`src/rtl/wdog_pkg.sv`:
```
package wdog_pkg;
  localparam int ADDR_W = 2;

  typedef enum logic [ADDR_W-1:0] {
    REG_TMO  = 2'd0,
    REG_KICK = 2'd1,
    REG_CTRL = 2'd2,
    REG_STAT = 2'd3
  } wdog_reg_e;

  localparam int CTRL_HALT_BIT = 0;
  localparam int CTRL_NR_BIT   = 1;

  localparam int STS_FIRST  = 0;
  localparam int STS_SECOND = 1;
  localparam int STS_BOOT   = 2;
  localparam int STS_W      = 3;
endpackage

```
`src/rtl/wdog_regfile.sv`:
```
module wdog_regfile
  import wdog_pkg::*;
#(
  parameter int DATA_W = 16,
  parameter int TMO_W  = 10
) (
  input  logic                  clk_i,
  input  logic                  rst_ni,
  input  logic                  wr_i,
  input  logic [ADDR_W-1:0]     addr_i,
  input  logic [DATA_W/8-1:0]   be_i,
  input  logic [DATA_W-1:0]     wdata_i,
  output logic [DATA_W-1:0]     tmo_raw_o,
  output logic                  halt_o,
  output logic                  nr_o,
  output logic                  kick_o,
  output logic [STS_W-1:0]      sts_clr_o
);
  localparam int LANES = DATA_W / 8;
  localparam logic [DATA_W-1:0] TMO_RST = DATA_W'({TMO_W{1'b1}});

  logic [DATA_W-1:0] tmo_q, tmo_d, lane_mask;
  logic              halt_q, halt_d, nr_q, nr_d;
  logic              tmo_we, ctrl_we, stat_we;

  for (genvar g = 0; g < LANES; g++) begin : g_lane
    assign lane_mask[g*8 +: 8] = {8{be_i[g]}};
  end

  assign tmo_we  = wr_i && (addr_i == REG_TMO);
  assign ctrl_we = wr_i && (addr_i == REG_CTRL) && be_i[0];
  assign stat_we = wr_i && (addr_i == REG_STAT) && be_i[0];

  always_comb begin
    tmo_d  = tmo_q;
    halt_d = halt_q;
    nr_d   = nr_q;
    if (tmo_we) begin
      tmo_d = (tmo_q & ~lane_mask) | (wdata_i & lane_mask);
    end
    if (ctrl_we) begin
      halt_d = wdata_i[CTRL_HALT_BIT];
      nr_d   = wdata_i[CTRL_NR_BIT];
    end
  end

  always_ff @(posedge clk_i or negedge rst_ni) begin
    if (!rst_ni) begin
      tmo_q  <= TMO_RST;
      halt_q <= 1'b1;
      nr_q   <= 1'b0;
    end else begin
      tmo_q  <= tmo_d;
      halt_q <= halt_d;
      nr_q   <= nr_d;
    end
  end

  assign tmo_raw_o = tmo_q;
  assign halt_o    = halt_q;
  assign nr_o      = nr_q;
  assign kick_o    = wr_i && (addr_i == REG_KICK);
  assign sts_clr_o = stat_we ? wdata_i[STS_W-1:0] : '0;
endmodule

```
`src/rtl/wdog_counter.sv`:
```
module wdog_counter #(
  parameter int TMO_W     = 10,
  parameter int MIN_TICKS = 4
) (
  input  logic             clk_i,
  input  logic             rst_ni,
  input  logic             tick_i,
  input  logic             halt_i,
  input  logic             kick_i,
  input  logic [TMO_W-1:0] tmo_i,
  output logic [TMO_W-1:0] cnt_o,
  output logic             expire_o
);
  localparam logic [TMO_W-1:0] MIN_L = TMO_W'(MIN_TICKS);
  localparam logic [TMO_W-1:0] ONE_L = TMO_W'(1);

  logic [TMO_W-1:0] cnt_q, cnt_d, load_val;
  logic             run;

  assign load_val = (tmo_i < MIN_L) ? MIN_L : tmo_i;
  assign run      = tick_i && !halt_i;
  assign expire_o = run && !kick_i && (cnt_q <= ONE_L);

  always_comb begin
    cnt_d = cnt_q;
    if (kick_i || expire_o) begin
      cnt_d = load_val;
    end else if (run) begin
      cnt_d = cnt_q - ONE_L;
    end
  end

  always_ff @(posedge clk_i or negedge rst_ni) begin
    if (!rst_ni) begin
      cnt_q <= '1;
    end else begin
      cnt_q <= cnt_d;
    end
  end

  assign cnt_o = cnt_q;
endmodule

```
`src/rtl/wdog_stage.sv`:
```
module wdog_stage
  import wdog_pkg::*;
(
  input  logic             clk_i,
  input  logic             rst_ni,
  input  logic             expire_i,
  input  logic             kick_i,
  input  logic             nr_block_i,
  input  logic [STS_W-1:0] sts_clr_i,
  input  logic             boot_cause_i,
  output logic [STS_W-1:0] sts_o,
  output logic             evt_o,
  output logic             rst_req_o
);
  logic             pend_q, pend_d;
  logic             init_q;
  logic [STS_W-1:0] sts_q, sts_d;
  logic             evt_q, evt_d, rst_q, rst_d;
  logic             first_exp, second_exp;

  assign first_exp  = expire_i && !pend_q;
  assign second_exp = expire_i && pend_q;

  always_comb begin
    pend_d = pend_q;
    if (kick_i) begin
      pend_d = 1'b0;
    end else if (expire_i) begin
      pend_d = 1'b1;
    end

    sts_d = sts_q & ~sts_clr_i;
    if (first_exp) begin
      sts_d[STS_FIRST] = 1'b1;
    end
    if (second_exp) begin
      sts_d[STS_SECOND] = 1'b1;
    end
    if (!init_q) begin
      sts_d[STS_BOOT] = boot_cause_i;
    end

    evt_d = first_exp;
    rst_d = rst_q || (second_exp && !nr_block_i);
  end

  always_ff @(posedge clk_i or negedge rst_ni) begin
    if (!rst_ni) begin
      pend_q <= 1'b0;
      init_q <= 1'b0;
      sts_q  <= '0;
      evt_q  <= 1'b0;
      rst_q  <= 1'b0;
    end else begin
      pend_q <= pend_d;
      init_q <= 1'b1;
      sts_q  <= sts_d;
      evt_q  <= evt_d;
      rst_q  <= rst_d;
    end
  end

  assign sts_o     = sts_q;
  assign evt_o     = evt_q;
  assign rst_req_o = rst_q;
endmodule

```
`src/rtl/dual_expiry_wdog.sv`:
```
module dual_expiry_wdog
  import wdog_pkg::*;
#(
  parameter int DATA_W    = 16,
  parameter int TMO_W     = 10,
  parameter int MIN_TICKS = 4
) (
  input  logic                clk_i,
  input  logic                rst_ni,
  input  logic                tick_en_i,
  input  logic                bus_wr_i,
  input  logic [ADDR_W-1:0]   bus_addr_i,
  input  logic [DATA_W/8-1:0] bus_be_i,
  input  logic [DATA_W-1:0]   bus_wdata_i,
  output logic [DATA_W-1:0]   bus_rdata_o,
  input  logic                noreboot_strap_i,
  input  logic                boot_cause_i,
  output logic                wdog_evt_o,
  output logic                wdog_rst_req_o
);
  logic [DATA_W-1:0] tmo_raw;
  logic              halt, nr_ctrl, kick, expire, nr_block;
  logic [STS_W-1:0]  sts_clr, sts;
  logic [TMO_W-1:0]  cnt;

  wdog_regfile #(.DATA_W(DATA_W), .TMO_W(TMO_W)) u_regs (
    .clk_i     (clk_i),
    .rst_ni    (rst_ni),
    .wr_i      (bus_wr_i),
    .addr_i    (bus_addr_i),
    .be_i      (bus_be_i),
    .wdata_i   (bus_wdata_i),
    .tmo_raw_o (tmo_raw),
    .halt_o    (halt),
    .nr_o      (nr_ctrl),
    .kick_o    (kick),
    .sts_clr_o (sts_clr)
  );

  wdog_counter #(.TMO_W(TMO_W), .MIN_TICKS(MIN_TICKS)) u_cnt (
    .clk_i    (clk_i),
    .rst_ni   (rst_ni),
    .tick_i   (tick_en_i),
    .halt_i   (halt),
    .kick_i   (kick),
    .tmo_i    (tmo_raw[TMO_W-1:0]),
    .cnt_o    (cnt),
    .expire_o (expire)
  );

  assign nr_block = nr_ctrl || noreboot_strap_i;

  wdog_stage u_stage (
    .clk_i        (clk_i),
    .rst_ni       (rst_ni),
    .expire_i     (expire),
    .kick_i       (kick),
    .nr_block_i   (nr_block),
    .sts_clr_i    (sts_clr),
    .boot_cause_i (boot_cause_i),
    .sts_o        (sts),
    .evt_o        (wdog_evt_o),
    .rst_req_o    (wdog_rst_req_o)
  );

  always_comb begin
    bus_rdata_o = '0;
    case (wdog_reg_e'(bus_addr_i))
      REG_TMO:  bus_rdata_o = tmo_raw;
      REG_KICK: bus_rdata_o[TMO_W-1:0] = cnt;
      REG_CTRL: begin
        bus_rdata_o[CTRL_HALT_BIT] = halt;
        bus_rdata_o[CTRL_NR_BIT]   = nr_ctrl;
      end
      REG_STAT: bus_rdata_o[STS_W-1:0] = sts;
      default:  bus_rdata_o = '0;
    endcase
  end
endmodule

```
`config.mk`:
```
export PLATFORM = sky130hd
export DESIGN_NAME = dual_expiry_wdog
export DESIGN_NICKNAME = d
export VERILOG_FILES = /design/src/rtl/wdog_pkg.sv /design/src/rtl/wdog_regfile.sv /design/src/rtl/wdog_counter.sv /design/src/rtl/wdog_stage.sv /design/src/rtl/dual_expiry_wdog.sv
export SDC_FILE = /design/constraint.sdc
export NUM_CORES = 1
export LEC_CHECK = 0
export ABC_AREA = 1
export BUFFER_PORTS_ARGS = -buffer_cell sky130_fd_sc_hd__buf_2
export CAP_MARGIN = 30
export CORE_MARGIN = 3
export CORE_UTILIZATION = 45
export DETAILED_ROUTE_END_ITERATION = 12
export GPL_TIMING_DRIVEN = 0
export PLACE_DENSITY = 0.68
export SYNTH_ARGS = -nofsm -noshare
export SYNTH_HDL_FRONTEND = slang
export SYNTH_HIERARCHICAL = 1
export SYNTH_SLANG_ARGS = --single-unit
```
`constraint.sdc`:
```
create_clock -name clk_i -period 1.9 [get_ports clk_i]
set_input_delay 0.38 -clock clk_i [delete_from_list [all_inputs] [get_ports clk_i]]
set_output_delay 0.38 -clock clk_i [all_outputs]
set_load 0.03 [all_outputs]
```
After elaboration in Yosys (flattened, before gate mapping). Cells that the tools add are included. W data, S select, Z words.

$add $sub $neg: 1. $lt $le $gt $ge: 2. Eq/ne operators: 3. Mux-type cells: 13. Bitwise gates (word level): 6. Reduce and logical (&&, ||, !) cells: 22.

Operators with widths (count): $and A16 B16 Y16 (2); $mux W10 (3); $not A16 Y16 (1); $or A16 B16 Y16 (1); $pmux W7 S2 (1); $logic_and A1 B1 Y1 (12); $le A10 B1 Y1 const B (1); $lt A10 B3 Y1 const B (1); $sub A10 B1 Y10 const B (1); $pmux W2 S4 (1); $mux W6 (1); $mux W1 (5); $eq A2 B2 Y1 const B (2); $logic_not A1 Y1 (4); $reduce_bool A2 Y1 (2); $and A3 B3 Y3 (1); $logic_or A1 B1 Y1 (3); $mux W3 (1); $not A3 Y3 (1); $pmux W1 S3 (1); $eq A2 B1 Y1 const B (1); $logic_not A2 Y1 (1).

Register bits: 35. Input bits: 26. Output and inout bits: 18. Logic and storage cells: 56.

Longest topological paths before layout. Gate-level depths: netlist of run 1.

Depth in word-level cells: 8. Mapped depth: 12. Depth with buffers taken out: 12.

Cells and area by module. The synthesis of run 1 kept the hierarchy.

By module, submodules not included: wdog_counter (times used 1, cells an instance 134, area each 842.1 µm², seq. area each 262.8 µm²); wdog_regfile (times used 1, cells an instance 93, area each 834.6 µm², seq. area each 464.2 µm²); dual_expiry_wdog (times used 1, cells an instance 55, area each 265.3 µm², seq. area each 0.0 µm²); wdog_stage (times used 1, cells an instance 27, area each 255.2 µm², seq. area each 175.2 µm²).

Worst setup path before layout of run 1. OpenSTA, ideal clock, no wires.

Path type: flip-flop to flip-flop. Start point: reg u_cnt.cnt_q[0], in the netlist u_cnt/cnt_o[0]. End point: reg u_cnt.cnt_q[3], in the netlist u_cnt/cnt_o[3]. Setup time: 61 ps. Data arrival time: 1567 ps. Required time: 1839 ps. Setup slack: 272 ps. Stages on the path, launching flop included: 13. Buffers on the path: 1. Clock period less this slack: 1628 ps. Path through: dfstp_2 > inv_1 > ha_1 > inv_1 > nand2_1 > nand2_1 > nor2_4 > nand2_4 > nand2_4 > buf_6 > a21oi_1 > nand2_1 > nand2_1.

Cells in the longest elaborated chain, start to end: 4. Elaborated cells between the ends (all ways): 7. Those cells by class: add/sub: 1; order compare: 1; mux: 2; reduce/logical: 3.

Ends and longest elaborated chain: start: declaration (RTL line wdog_counter.sv:17) `logic [TMO_W-1:0] cnt_q, cnt_d, load_val;`; start signal: assignment (RTL line wdog_counter.sv:37) `cnt_q <= cnt_d;`; $le A10 B1 Y1 (RTL line wdog_counter.sv:22) `assign expire_o = run && !kick_i && (cnt_q <= ONE_L);`; $logic_and A1 B1 Y1 (RTL line wdog_counter.sv:22); $logic_or A1 B1 Y1 (RTL line wdog_counter.sv:26) `if (kick_i || expire_o) begin`; $mux W10 / $reduce_bool A2 Y1 (equally long branches).

Parallel ways exist; a longest one is shown, timed or not. The select of a mux whose other input is x is not followed. A chain may end at the register's enable or synchronous reset.

Final worst setup path of run 1.
Start point: in bus_addr_i[1]. End point: out bus_rdata_o[1].

Cells in the longest elaborated chain, start to end: 2. Elaborated cells between the ends (all ways): 5. Those cells by class: eq/ne: 3; mux: 1; reduce/logical: 1.

Ends and longest elaborated chain: start: declaration (RTL line dual_expiry_wdog.sv:12) `input logic [ADDR_W-1:0] bus_addr_i,`; $eq A2 B2 Y1, or another cell as far along (RTL line dual_expiry_wdog.sv:68) `case (wdog_reg_e'(bus_addr_i))`; $pmux W2 S4 (*) (RTL line dual_expiry_wdog.sv:68); end: declaration (RTL line dual_expiry_wdog.sv:15) `output logic [DATA_W-1:0] bus_rdata_o,`.

Mark *: on every way between the ends. The rest lies on a longest branch, timed or not.

==> results.txt, run 1 <==
----------------------------------------------------
[Outcome]
  Outcome ... finished, final reports clean

[Logic synthesis]
  Number of nets produced by synthesis ... 337
  Largest area contributor in the netlist ... sky130_fd_sc_hd__dfstp_2
  Top cells by area, synth ... sky130_fd_sc_hd__dfstp_2 (25%), sky130_fd_sc_hd__nand2_1 (19%), sky130_fd_sc_hd__dfrtp_1 (16%), sky130_fd_sc_hd__nand3_1 (8.2%), sky130_fd_sc_hd__inv_1 (7.0%)
  Adder-cell area share of the yosys netlist ... 1.14%
  Count of distinct cell types in the synthesized netlist ... 29
  Ys Warns ... 6
  Area of the mapped netlist ... 2200 sq um
  Share of the synthesized area in compound gates (AO/OA/AOI/OAI) ... between 1.5 and 2%
  Sequential fraction of the synthesis area ... 41.1%
  Proportion of synthesized area in mux cells ... 0%
  Basic-gate share of the synthesized area counting and, or, nand and nor cells ... 45.6%
  Post-synth top flop ... sky130_fd_sc_hd__dfstp_2
  XOR/XNOR Fraction of Synth Area ... 0.797%
  Number of flops mapped to enable cells by yosys ... 0
  Async set-reset flop share out of synthesis ... 100%
  Combinational family with the most area after synthesis ... simple AND/OR/NAND/NOR gates
  Avg Synthesized Cell Area ... 7.11 sq um
  Fraction of post-synthesis cell area in the top cell type by area ... about 25%
  Synthesized instance count ... 309
  Total of flip-flops plus latches after synthesis ... 35

[Routing]
  First drt pass iteration count ... 4
  DR DRC count ... 0
  Mean number of vias per cell ... ~5
  Post-DR wirelength/cell ... around 12 um
  Via Count ... slightly above 2k
  DRT Wirelength ... 5.15 mm
  Count of nets left with antenna violations after detail routing ... 0
  Drt initial violations ... 79

[Cells and area]
  Final instance area ... 2590 sq um
  Area growth from synthesis to layout ... 17.9%
  Number of inserted diodes ... 0
  Most common cell after layout, fill and taps aside ... sky130_fd_sc_hd__nand2_1
  Ratio of cells with drive above 1 in the final layout ... 28.4%
  Fin nets ... 386
  Most used cells in the layout excluding fill and tap cells ... sky130_fd_sc_hd__nand2_1 (112), sky130_fd_sc_hd__buf_2 (43), sky130_fd_sc_hd__inv_1 (39), sky130_fd_sc_hd__nand3_1 (36), sky130_fd_sc_hd__nor2_1 (26)
  End-of-flow core utilization ... 57.1%

[Clock tree]
  CTS clk-pin slew, worst paths ... 0.07 ns
  Root buf cell ... sky130_fd_sc_hd__clkbuf_8
  Level count of the clock H-tree ... 2
  # clock sinks ... 35
  Post-cts hold buffer count ... 0
  Count of cells resized by post-cts repair ... 1
  Setup repair bufs after CTS ... 0
  Clock latency reported for the late side of the worst-skew pair ... 0.28 ns
  Clock tree from TritonCTS ... built
  Maximum clock insertion buffer count ... 2
  Number of buffers inserted during clock tree synthesis ... 5

[STA]
  Part of the cycle the worst path needs ... roughly nine tenths
  Hold violation total from the final report ... 0
  Relative slew margins ... 48.4%
  Final-report setup violation count ... 0
  Final sum of negative setup slack ... 0 ns
  Setup slack of the critical path after layout ... 0.153 ns
  Worst-margin pin slew ... 0.774 ns
  Setup clock skew after layout ... 0.00780 ns
  Minimum hold slack ... about 0.17 ns
  Time the worst path needs with I/O delays and setup ... 1.75 ns
  Max Fclk ... 572 MHz
  Count of final max-slew check failures ... 0
  Setup repair after global routing missed its margin ... false

[Floorplan]
  Top-Level Pins ... 44
  Std cell rows ... 24
  Starting Density ... between 40% and 50%
  Core region area ... ~4500 sq um
  Chip Width ... 75.9 um
  Die Outline Area ... 5760 sq um
  Die Y ... 75.9 um

[Placed design]
  Worst setup slack after placement ... -0.433 ns
  Placement Cell Area ... 2490 sq um
  PortBufs ... 42
  Post-DP HPWL ... 3.78 mm
  GP Congestion ... between 0.9 and 1

[Worst setup path]
  Worst Path Max Fanout ... 10
  CP arrival ... 1.37 ns
  Data required, critical path ... 1.52 ns
  Depth of the worst register-to-register path ... 12
  Critical path type ... in2out
  Critical Path Start Type ... input pin
  Crit end category ... primary output

[Pwr]
  Peak supply drop ... about 0.70 mV
  PD cells ... 1110 nW/um^2
  Static Leakage ... 1.40 nW

[Global routing]
  Maximum number of pins on one net before global-route repair ... 36
  Vias in the first global route ... 1926
  Antenna violations before repair ... 0
  Wire length of the first global-routing pass ... 8.68 mm
  Total congestion overflow ... 0
  Gr usage total ... 19.7%

[Hold path]
  Worst min path class ... in2async

[Job]
  Maximum Capacitance Violations ... 0

----------------------------------------------------
-- worst paths after layout --
kind	endpoint	slack, ns	from
worst max-delay path	bus_rdata_o[1]	0.15	bus_addr_i[1]
worst min-delay path	asynchronous set/reset pin	0.17	rst_ni
worst max register to register	u_cnt/cnt_o[3]	0.19	u_cnt/cnt_o[0]
worst min register to register	flop	0.47	flop
max in group asynchronous	u_stage/rst_req_o	1.23	rst_ni
min in group clk_i	u_stage/sts_o[2]	0.30	boot_cause_i
-- layout make-up --
cell class	count	area, sq um
Buffer	6	47.5
Clock buffer	7	86.3
Clock inverter	1	5.00
Fill cell	459	1940
Inverter	43	161
Multi-Input combinational cell	225	1100
Sequential cell	35	902
Tap cell	65	81.3
Timing Repair Buffer	42	210
-- cells in the mapped netlist, drive strengths merged (2+ instances only) --
cell type,count
a21oi,2
buf,5
dfrtp,14
dfstp,21
ha,2
inv,43
nand2,119
nand3,38
nand3b,2
nand4,14
nor2,36
o21ai,6
or2,2
xor2,2
-- worst max-delay path, cell delays in order --
cell,delay [ns]
sky130_fd_sc_hd__buf_2,0.17
sky130_fd_sc_hd__buf_6,0.17
sky130_fd_sc_hd__nor2_2,0.14
sky130_fd_sc_hd__buf_6,0.16
sky130_fd_sc_hd__nand2_1,0.06
sky130_fd_sc_hd__nand4_1,0.08
sky130_fd_sc_hd__buf_2,0.20
-- logic make-up after synthesis --
family,count (synthesis)
and+or+nand+nor,212
adders and majority gates,2
buffers and inverters,49
AOI/OAI and AO/OA,8
xor gates and xnor gates,2
DFF,35
other,1
-- metrics by stage --
stage          cells  power (mW)
6_report         424        2.87
5_1_grt          424        3.11
4_1_cts          424        2.88
3_5_place_dp     416        2.30
3_3_place_gp     416        2.28
2_1_floorplan    309        2.02
-- report_power, final --
group          total [mW]  switching (mW)  internal, mW
Combinational        1.05           0.674         0.380
Sequential           1.26           0.206          1.05
Clock               0.557           0.264         0.292
Total                2.87            1.14          1.72
-- metal layers --
layer	up-vias	global-route usage (%)	wire length, um
li1	1059	-	-
met1	951	27.0	2480
met2	43	30.4	2340
met3	10	4.49	236
met4	0	7.38	89
met5	-	0	0
Note: power is estimated with default switching activity, not from simulation.
==> run 2: changes to the inputs <==
Settings changed: CELL_PAD_IN_SITES_DETAIL_PLACEMENT set to 1, CELL_PAD_IN_SITES_GLOBAL_PLACEMENT set to 1, CORE_MARGIN 3 to unset, CORE_UTILIZATION 45 to 39, PLACE_DENSITY 0.68 to 0.8.
==> run 2 against run 1 <==
Hold slack worse by 0.0082 ns. Cell area increased by 2.5%. Global-route usage rose by 1.3 points. Flip-flop and latch count did not move. Power rose by 10%. Register-to-register slack got worse by 0.05 ns. Via count rose by 1.6%. Critical path type is now reg2reg. Critical endpoint is now u_cnt/cnt_o[3]. Largest cell class unchanged.
==> results.txt, run 2 (synthesis results as in run 1) <==
----------------------------------------------------
[Routing]
  First drt pass iteration count ... 4 (unchanged)
  DRT Wirelength ... 5.78 mm (+12%)
  DR DRC count ... 0 (unchanged)
  Drt initial violations ... 59 (-25%)
  Mean number of vias per cell ... 4.88 (+0.23%)
  Count of nets left with antenna violations after detail routing ... 0 (unchanged)
  Via Count ... 2097 (+1.6%)
  Post-DR wirelength/cell ... 13.4 um (+11%)

[Worst setup path]
  Worst R2R Setup Slack ... 0.14 ns (-0.05 ns)
  Crit end category ... flop
  Data required, critical path ... 2.14 ns (+0.62 ns)
  Critical Path Start Type ... flop
  Critical path type ... reg2reg
  CP arrival ... 2.00 ns (+0.63 ns)
  Worst Path Max Fanout ... 10 (unchanged)

[Clock tree]
  Maximum clock insertion buffer count ... 2 (unchanged)
  # clock sinks ... 35 (unchanged)
  Post-cts hold buffer count ... 0 (unchanged)
  Number of buffers inserted during clock tree synthesis ... 5 (unchanged)
  Level count of the clock H-tree ... 2 (unchanged)
  Root buf cell ... sky130_fd_sc_hd__clkbuf_8
  CTS clk-pin slew, worst paths ... 0.08 ns (about the same)
  Clock tree from TritonCTS ... built
  Clock latency reported for the late side of the worst-skew pair ... 0.29 ns (about the same)

[Cells and area]
  Area growth from synthesis to layout ... 20.8%
  End-of-flow core utilization ... 50.4% (-6.8 points)
  Most used cells in the layout excluding fill and tap cells ... sky130_fd_sc_hd__nand2_1 (113), sky130_fd_sc_hd__buf_2 (43), sky130_fd_sc_hd__inv_1 (40), sky130_fd_sc_hd__nand3_1 (36), sky130_fd_sc_hd__nor2_1 (26)
  Ratio of cells with drive above 1 in the final layout ... 28.3% (-0.079 points)
  Seq. cell area ... 902 sq um (unchanged)
  Fin nets ... 387 (+0.26%)
  Most common cell after layout, fill and taps aside ... sky130_fd_sc_hd__nand2_1
  FILL cells ... 716 (+56%)
  Number of inserted diodes ... 0 (unchanged)
  Multi-input gate area ... 1100 sq um (+0.46%)
  Final instance count without filler cells ... 430 (+1.4%)

[STA]
  Setup repair after global routing missed its margin ... false
  Hold violation total from the final report ... 0 (unchanged)
  Time the worst path needs with I/O delays and setup ... 1.76 ns (+0.0172 ns)
  Worst-margin pin slew ... 0.780 ns (+0.00572 ns)
  Part of the cycle the worst path needs ... 92.8% (+0.90 points)
  Count of final max-slew check failures ... 0 (unchanged)
  Final-report setup violation count ... 0 (unchanged)
  Setup clock skew after layout ... 0.00647 ns (-0.00133 ns)
  Relative slew margins ... 48.0% (-0.38 points)
  Max Fclk ... 567 MHz (-0.97%)

[Floorplan]
  Starting Density ... 41.7% (-6.8 points)
  Die Y ... 77.1 um (+1.6%)
  Std cell rows ... 26 (+8.3%)
  Die Outline Area ... 5940 sq um (+3.1%)
  Core region area ... 5270 sq um (+16%)
  Top-Level Pins ... 44 (unchanged)
  Chip Width ... 77.1 um (+1.6%)

[Placed design]
  Dpl cells ... 421 (+1.2%)
  Post-DP HPWL ... 4.46 mm (+18%)
  GP Congestion ... 0.806 (-12%)
  PortBufs ... 42 (unchanged)

[Job]
  Maximum Capacitance Violations ... 0 (unchanged)

[Hold path]
  Worst min path class ... in2async

[Global routing]
  Vias in the first global route ... 2148 (+12%)
  Antenna violations before repair ... 0 (unchanged)
  Maximum number of pins on one net before global-route repair ... 36 (unchanged)
  Gr usage total ... 21.1% (+1.3 points)
  Wire length of the first global-routing pass ... 9.85 mm (+14%)
  Total congestion overflow ... 0 (unchanged)

[Outcome]
  Outcome ... finished, final reports clean

[Pwr]
  Static Leakage ... 1.43 nW (+1.8%)
  Peak supply drop ... 0.384 mV (-46%)
  PD cells ... 1190 nW/um^2 (+7.8%)

----------------------------------------------------
run 2: final cells by class:
| type | count | share of cell area, % |
|---|---|---|
| well taps | 70 | 3.30 |
| clock buffers | 5 | 2.59 |
| flip-flops and latches | 35 | 34.0 |
| plain buffers | 6 | 1.79 |
| clock inverters | 3 | 2.54 |
| multi-input cells | 225 | 41.5 |
| inverters | 43 | 6.08 |
| repair buffers | 43 | 8.20 |
run 2: metal layers:
layer	global-route usage [%]	wire, um	vias up
met5	0	0	-
met4	5.66	61	0
met3	3.93	216	6
met2	37.6	2940	42
met1	25.9	2570	986
li1	-	-	1063
run 2: worst max-delay path, cell delays in order, from the launching register on:
cell and delay [ns]:
sky130_fd_sc_hd__dfstp_2 0.56, sky130_fd_sc_hd__inv_2 0.07, sky130_fd_sc_hd__ha_1 0.21, sky130_fd_sc_hd__inv_1 0.08, sky130_fd_sc_hd__nand2_1 0.05, sky130_fd_sc_hd__nand2_1 0.10, sky130_fd_sc_hd__nor2_4 0.05, sky130_fd_sc_hd__nand2_4 0.10
sky130_fd_sc_hd__nand2_4 0.07, sky130_fd_sc_hd__buf_6 0.15, sky130_fd_sc_hd__a21oi_1 0.13, sky130_fd_sc_hd__nand2_1 0.06, sky130_fd_sc_hd__nand2_1 0.06
run 2: per-stage QoR:
step                power (mW)  area [sq um]  setup TNS [ns]  hold slack (ns)  worst slack, ns
detailed placement        2.35          2490           -5.83            0.455           -0.546
global placement          2.31          2490           -5.70            0.443           -0.539
CTS                       3.18          2640               0            0.190          0.00113
global route              3.39          2660               0            0.216           0.0184
finish                    3.17          2660               0            0.159            0.136
floorplan                 2.02          2200               0           0.0844            0.272
run 2: timing repair:
| action | 4_1_cts | 5_1_grt |
|---|---|---|
| buffers inserted | 0 | 1 |
| gates cloned | 0 | 0 |
| endpoints found under the setup margin | 10 | 10 |
| resized for setup | 1 | 5 |
run 2: where the power goes:
part / switching, mW / internal [mW] / leakage, nW
logic: 0.701 / 0.386 / 0.971
clock network: 0.288 / 0.524 / 0.0644
registers: 0.217 / 1.05 / 0.394
total: 1.21 / 1.96 / 1.43
run 2: final timing paths:
| kind | startpoint | to | depth (start not counted) |
|---|---|---|---|
| setup / recovery | u_cnt/cnt_o[0] | u_cnt/cnt_o[3] | 12 |
| hold / removal | rst_ni | asynchronous set/reset pin | 1 |
| setup reg to reg | u_cnt/cnt_o[0] | u_cnt/cnt_o[3] | 12 |
| hold reg to reg | u_stage/rst_req_o | u_stage/rst_req_o | 2 |
| max in group asynchronous | rst_ni | u_stage/sts_o[1] | 1 |
| min in group clk_i | bus_wdata_i[3] | flop | 3 |
==> run 3: changes to the inputs <==
Settings changed: BUFFER_PORTS_ARGS -buffer_cell sky130_fd_sc_hd__buf_2 to -buffer_cell sky130_fd_sc_hd__buf_4, CORE_MARGIN set to 1.5.
==> run 3 against run 2 <==
Sequential power is essentially flat. Global-route usage fell by 1.6 points. Worst setup slack worse by 0.020 ns. Routed wire length fell by 2.4%. Count of clock-buffer cells in the layout up 1. Clock skew grew 0.0031 ns. Power down 7.3%. Core utilization shrank 0.84 points. First-iteration DRC count up 15%. Critical path type unchanged. Highest routed layer unchanged. Cell area up 2.1%.
==> results.txt, run 3 (synthesis results as in run 1) <==
----------------------------------------------------
[STA]
  Final-report setup violation count ... 0 (unchanged)
  Setup slack of the critical path after layout ... 0.116 ns (-0.0201 ns)
  Part of the cycle the worst path needs ... 93.9% (+1.1 points)
  Count of final max-slew check failures ... 0 (unchanged)
  Max Fclk ... 560 MHz (-1.1%)
  Hold violation total from the final report ... 0 (unchanged)
  Setup clock skew after layout ... 0.00958 ns (+0.00311 ns)
  Time the worst path needs with I/O delays and setup ... 1.78 ns (+0.0201 ns)
  Setup repair after global routing missed its margin ... false

[Pwr]
  PD cells ... 1080 nW/um^2 (-9.3%)
  Static Leakage ... 1.43 nW (+0.35%)
  Internal Power ... 1.75 mW (-11%)
  Combinational Power Share ... 38.9% (+4.6 points)
  Portion of total power attributed to sequential cells ... 43.2% (+3.1 points)
  Net Sw Frac ... 40.5% (+2.4 points)
  Peak supply drop ... 0.487 mV (+27%)
  Portion of total power attributed to the clock network ... 17.9% (-7.7 points)
  Total Power Consumption ... 2.93 mW (-7.3%)
  Net Sw Power ... 1.19 mW (-1.4%)

[Cells and area]
  FILL cells ... 723 (+0.98%)
  Most used cells in the layout excluding fill and tap cells ... sky130_fd_sc_hd__nand2_1 (112), sky130_fd_sc_hd__buf_4 (44), sky130_fd_sc_hd__inv_1 (40), sky130_fd_sc_hd__nand3_1 (36), sky130_fd_sc_hd__nor2_1 (26)
  Multi-input gate area ... 1090 sq um (-0.68%)
  Final instance count without filler cells ... 433 (+0.70%)
  Seq. cell area ... 902 sq um (unchanged)
  End-of-flow core utilization ... 49.5% (-0.84 points)
  Number of inserted diodes ... 0 (unchanged)
  Fin nets ... 388 (+0.26%)
  Area growth from synthesis to layout ... 23.4%
  Ratio of cells with drive above 1 in the final layout ... 28.3% (-0.078 points)
  Most common cell after layout, fill and taps aside ... sky130_fd_sc_hd__nand2_1

[Global routing]
  Met2 global-route usage ... 35.0% (-2.5 points)
  Vias in the first global route ... 2038 (-5.1%)
  M3 GR Usage ... 3.84% (-0.091 points)
  Maximum number of pins on one net before global-route repair ... 36 (unchanged)
  Gr usage total ... 19.5% (-1.6 points)
  Total congestion overflow ... 0 (unchanged)
  Global routing usage on met1 ... 23.6% (-2.3 points)
  Global route hottest layer ... met2
  Antenna violations before repair ... 0 (unchanged)
  Wire length of the first global-routing pass ... 9.34 mm (-5.2%)

[Routing]
  First drt pass iteration count ... 4 (unchanged)
  Drt initial violations ... 68 (+15%)
  Post-DR wirelength/cell ... 13.0 um (-3.1%)
  Mean number of vias per cell ... 4.87 (-0.22%)
  DR DRC count ... 0 (unchanged)
  DRT Wirelength ... 5.64 mm (-2.4%)
  Via Count ... 2107 (+0.48%)
  Count of nets left with antenna violations after detail routing ... 0 (unchanged)

[Clock tree]
  Root buf cell ... sky130_fd_sc_hd__clkbuf_8
  CTS clk-pin slew, worst paths ... 0.07 ns (about the same)
  Number of buffers inserted during clock tree synthesis ... 5 (unchanged)
  Clock tree from TritonCTS ... built
  Level count of the clock H-tree ... 2 (unchanged)
  Maximum clock insertion buffer count ... 2 (unchanged)
  Clock latency reported for the late side of the worst-skew pair ... 0.29 ns (about the same)
  # clock sinks ... 35 (unchanged)

[Hold path]
  Worst min path class ... in2async

[Placed design]
  Dpl cells ... 423 (+0.48%)
  Worst setup slack after placement ... -0.377 ns (+0.168 ns)
  PortBufs ... 42 (unchanged)
  Post-DP HPWL ... 4.47 mm (+0.34%)
  GP Congestion ... 0.812 (+0.82%)

[Worst setup path]
  Critical path origin ... u_cnt/cnt_o[0]
  Critical R2R Launch ... u_cnt/cnt_o[0]
  Critical Path Start Type ... flop
  Data required, critical path ... 2.12 ns (-0.02 ns)
  CP arrival ... 2.01 ns (about the same)
  Crit end category ... flop
  Critical path type ... reg2reg
  Worst Path Max Fanout ... 10 (unchanged)

[Floorplan]
  Chip Width ... 78.1 um (+1.3%)
  Std cell rows ... 27 (+3.8%)
  Die Outline Area ... 6090 sq um (+2.6%)
  Die Y ... 78.1 um (+1.3%)
  Core region area ... 5470 sq um (+3.8%)
  Top-Level Pins ... 44 (unchanged)
  Starting Density ... 40.1% (-1.5 points)

[Outcome]
  Outcome ... finished, final reports clean

[Job]
  Maximum Capacitance Violations ... 0 (unchanged)

----------------------------------------------------
run 3: critical path: stages (launching register included):
cell,delay (ns)
sky130_fd_sc_hd__dfstp_2,0.56
sky130_fd_sc_hd__inv_2,0.08
sky130_fd_sc_hd__ha_1,0.21
sky130_fd_sc_hd__inv_1,0.08
sky130_fd_sc_hd__nand2_1,0.07
sky130_fd_sc_hd__nand2_2,0.09
sky130_fd_sc_hd__nor2_4,0.04
sky130_fd_sc_hd__nand2_4,0.10
sky130_fd_sc_hd__nand2_4,0.07
sky130_fd_sc_hd__buf_6,0.14
sky130_fd_sc_hd__a21oi_1,0.15
sky130_fd_sc_hd__nand2_1,0.07
sky130_fd_sc_hd__nand2_1,0.06
run 3: repair_timing:
action,4_1_cts,5_1_grt
setup endpoints to repair,8,9
resized for setup,2,3
hold buffers,0,0
setup buffers,0,2
run 3: area by class of cell:
cell class | count | share of cell area, %
buffer | 6 | 1.75
multi-input combinational | 225 | 40.4
inverter | 43 | 5.95
timing repair buffer | 44 | 12.2
clock buffer | 6 | 2.68
tap | 72 | 3.32
clock inverter | 2 | 0.461
sequential | 35 | 33.3
run 3: worst paths after layout:
kind	endpoint	slack, ns	cells after the start
min in group clk_i	u_stage/sts_o[2]	0.29	3
setup reg to reg	u_cnt/cnt_o[9]	0.12	12
max in group asynchronous	u_cnt/cnt_o[4]	1.51	1
hold / removal	asynchronous set/reset pin	0.03	1
setup / recovery	u_cnt/cnt_o[9]	0.12	12
hold reg to reg	flop	0.47	2
run 3: stage by stage:
step | instance area, sq um | TNS, ns | hold slack [ns]
global route | 2710 | 0 | 0.0625
global placement | 2600 | -3.69 | 0.355
detailed placement | 2600 | -3.64 | 0.356
floorplan | 2200 | 0 | 0.0844
CTS | 2690 | 0 | 0.0450
finish | 2710 | 0 | 0.0341
run 3: metal layers:
layer  routed length [um]  vias to the layer above  part of all wire, %
met5                    0                        -                    0
met4                   43                        0                 0.76
met3                  220                        5                  3.9
met2                 2930                       39                   52
met1                 2450                      995                   43
li1                     -                     1068                    -
run 3: power by group through the flow:
stage          Combinational, mW  Clock, mW  Sequential (mW)
2_1_floorplan              0.814          0             1.20
3_3_place_gp                1.08          0             1.27
3_5_place_dp                1.11          0             1.28
4_1_cts                     1.12      0.540             1.27
5_1_grt                     1.29      0.558             1.30
6_report                    1.14      0.527             1.27
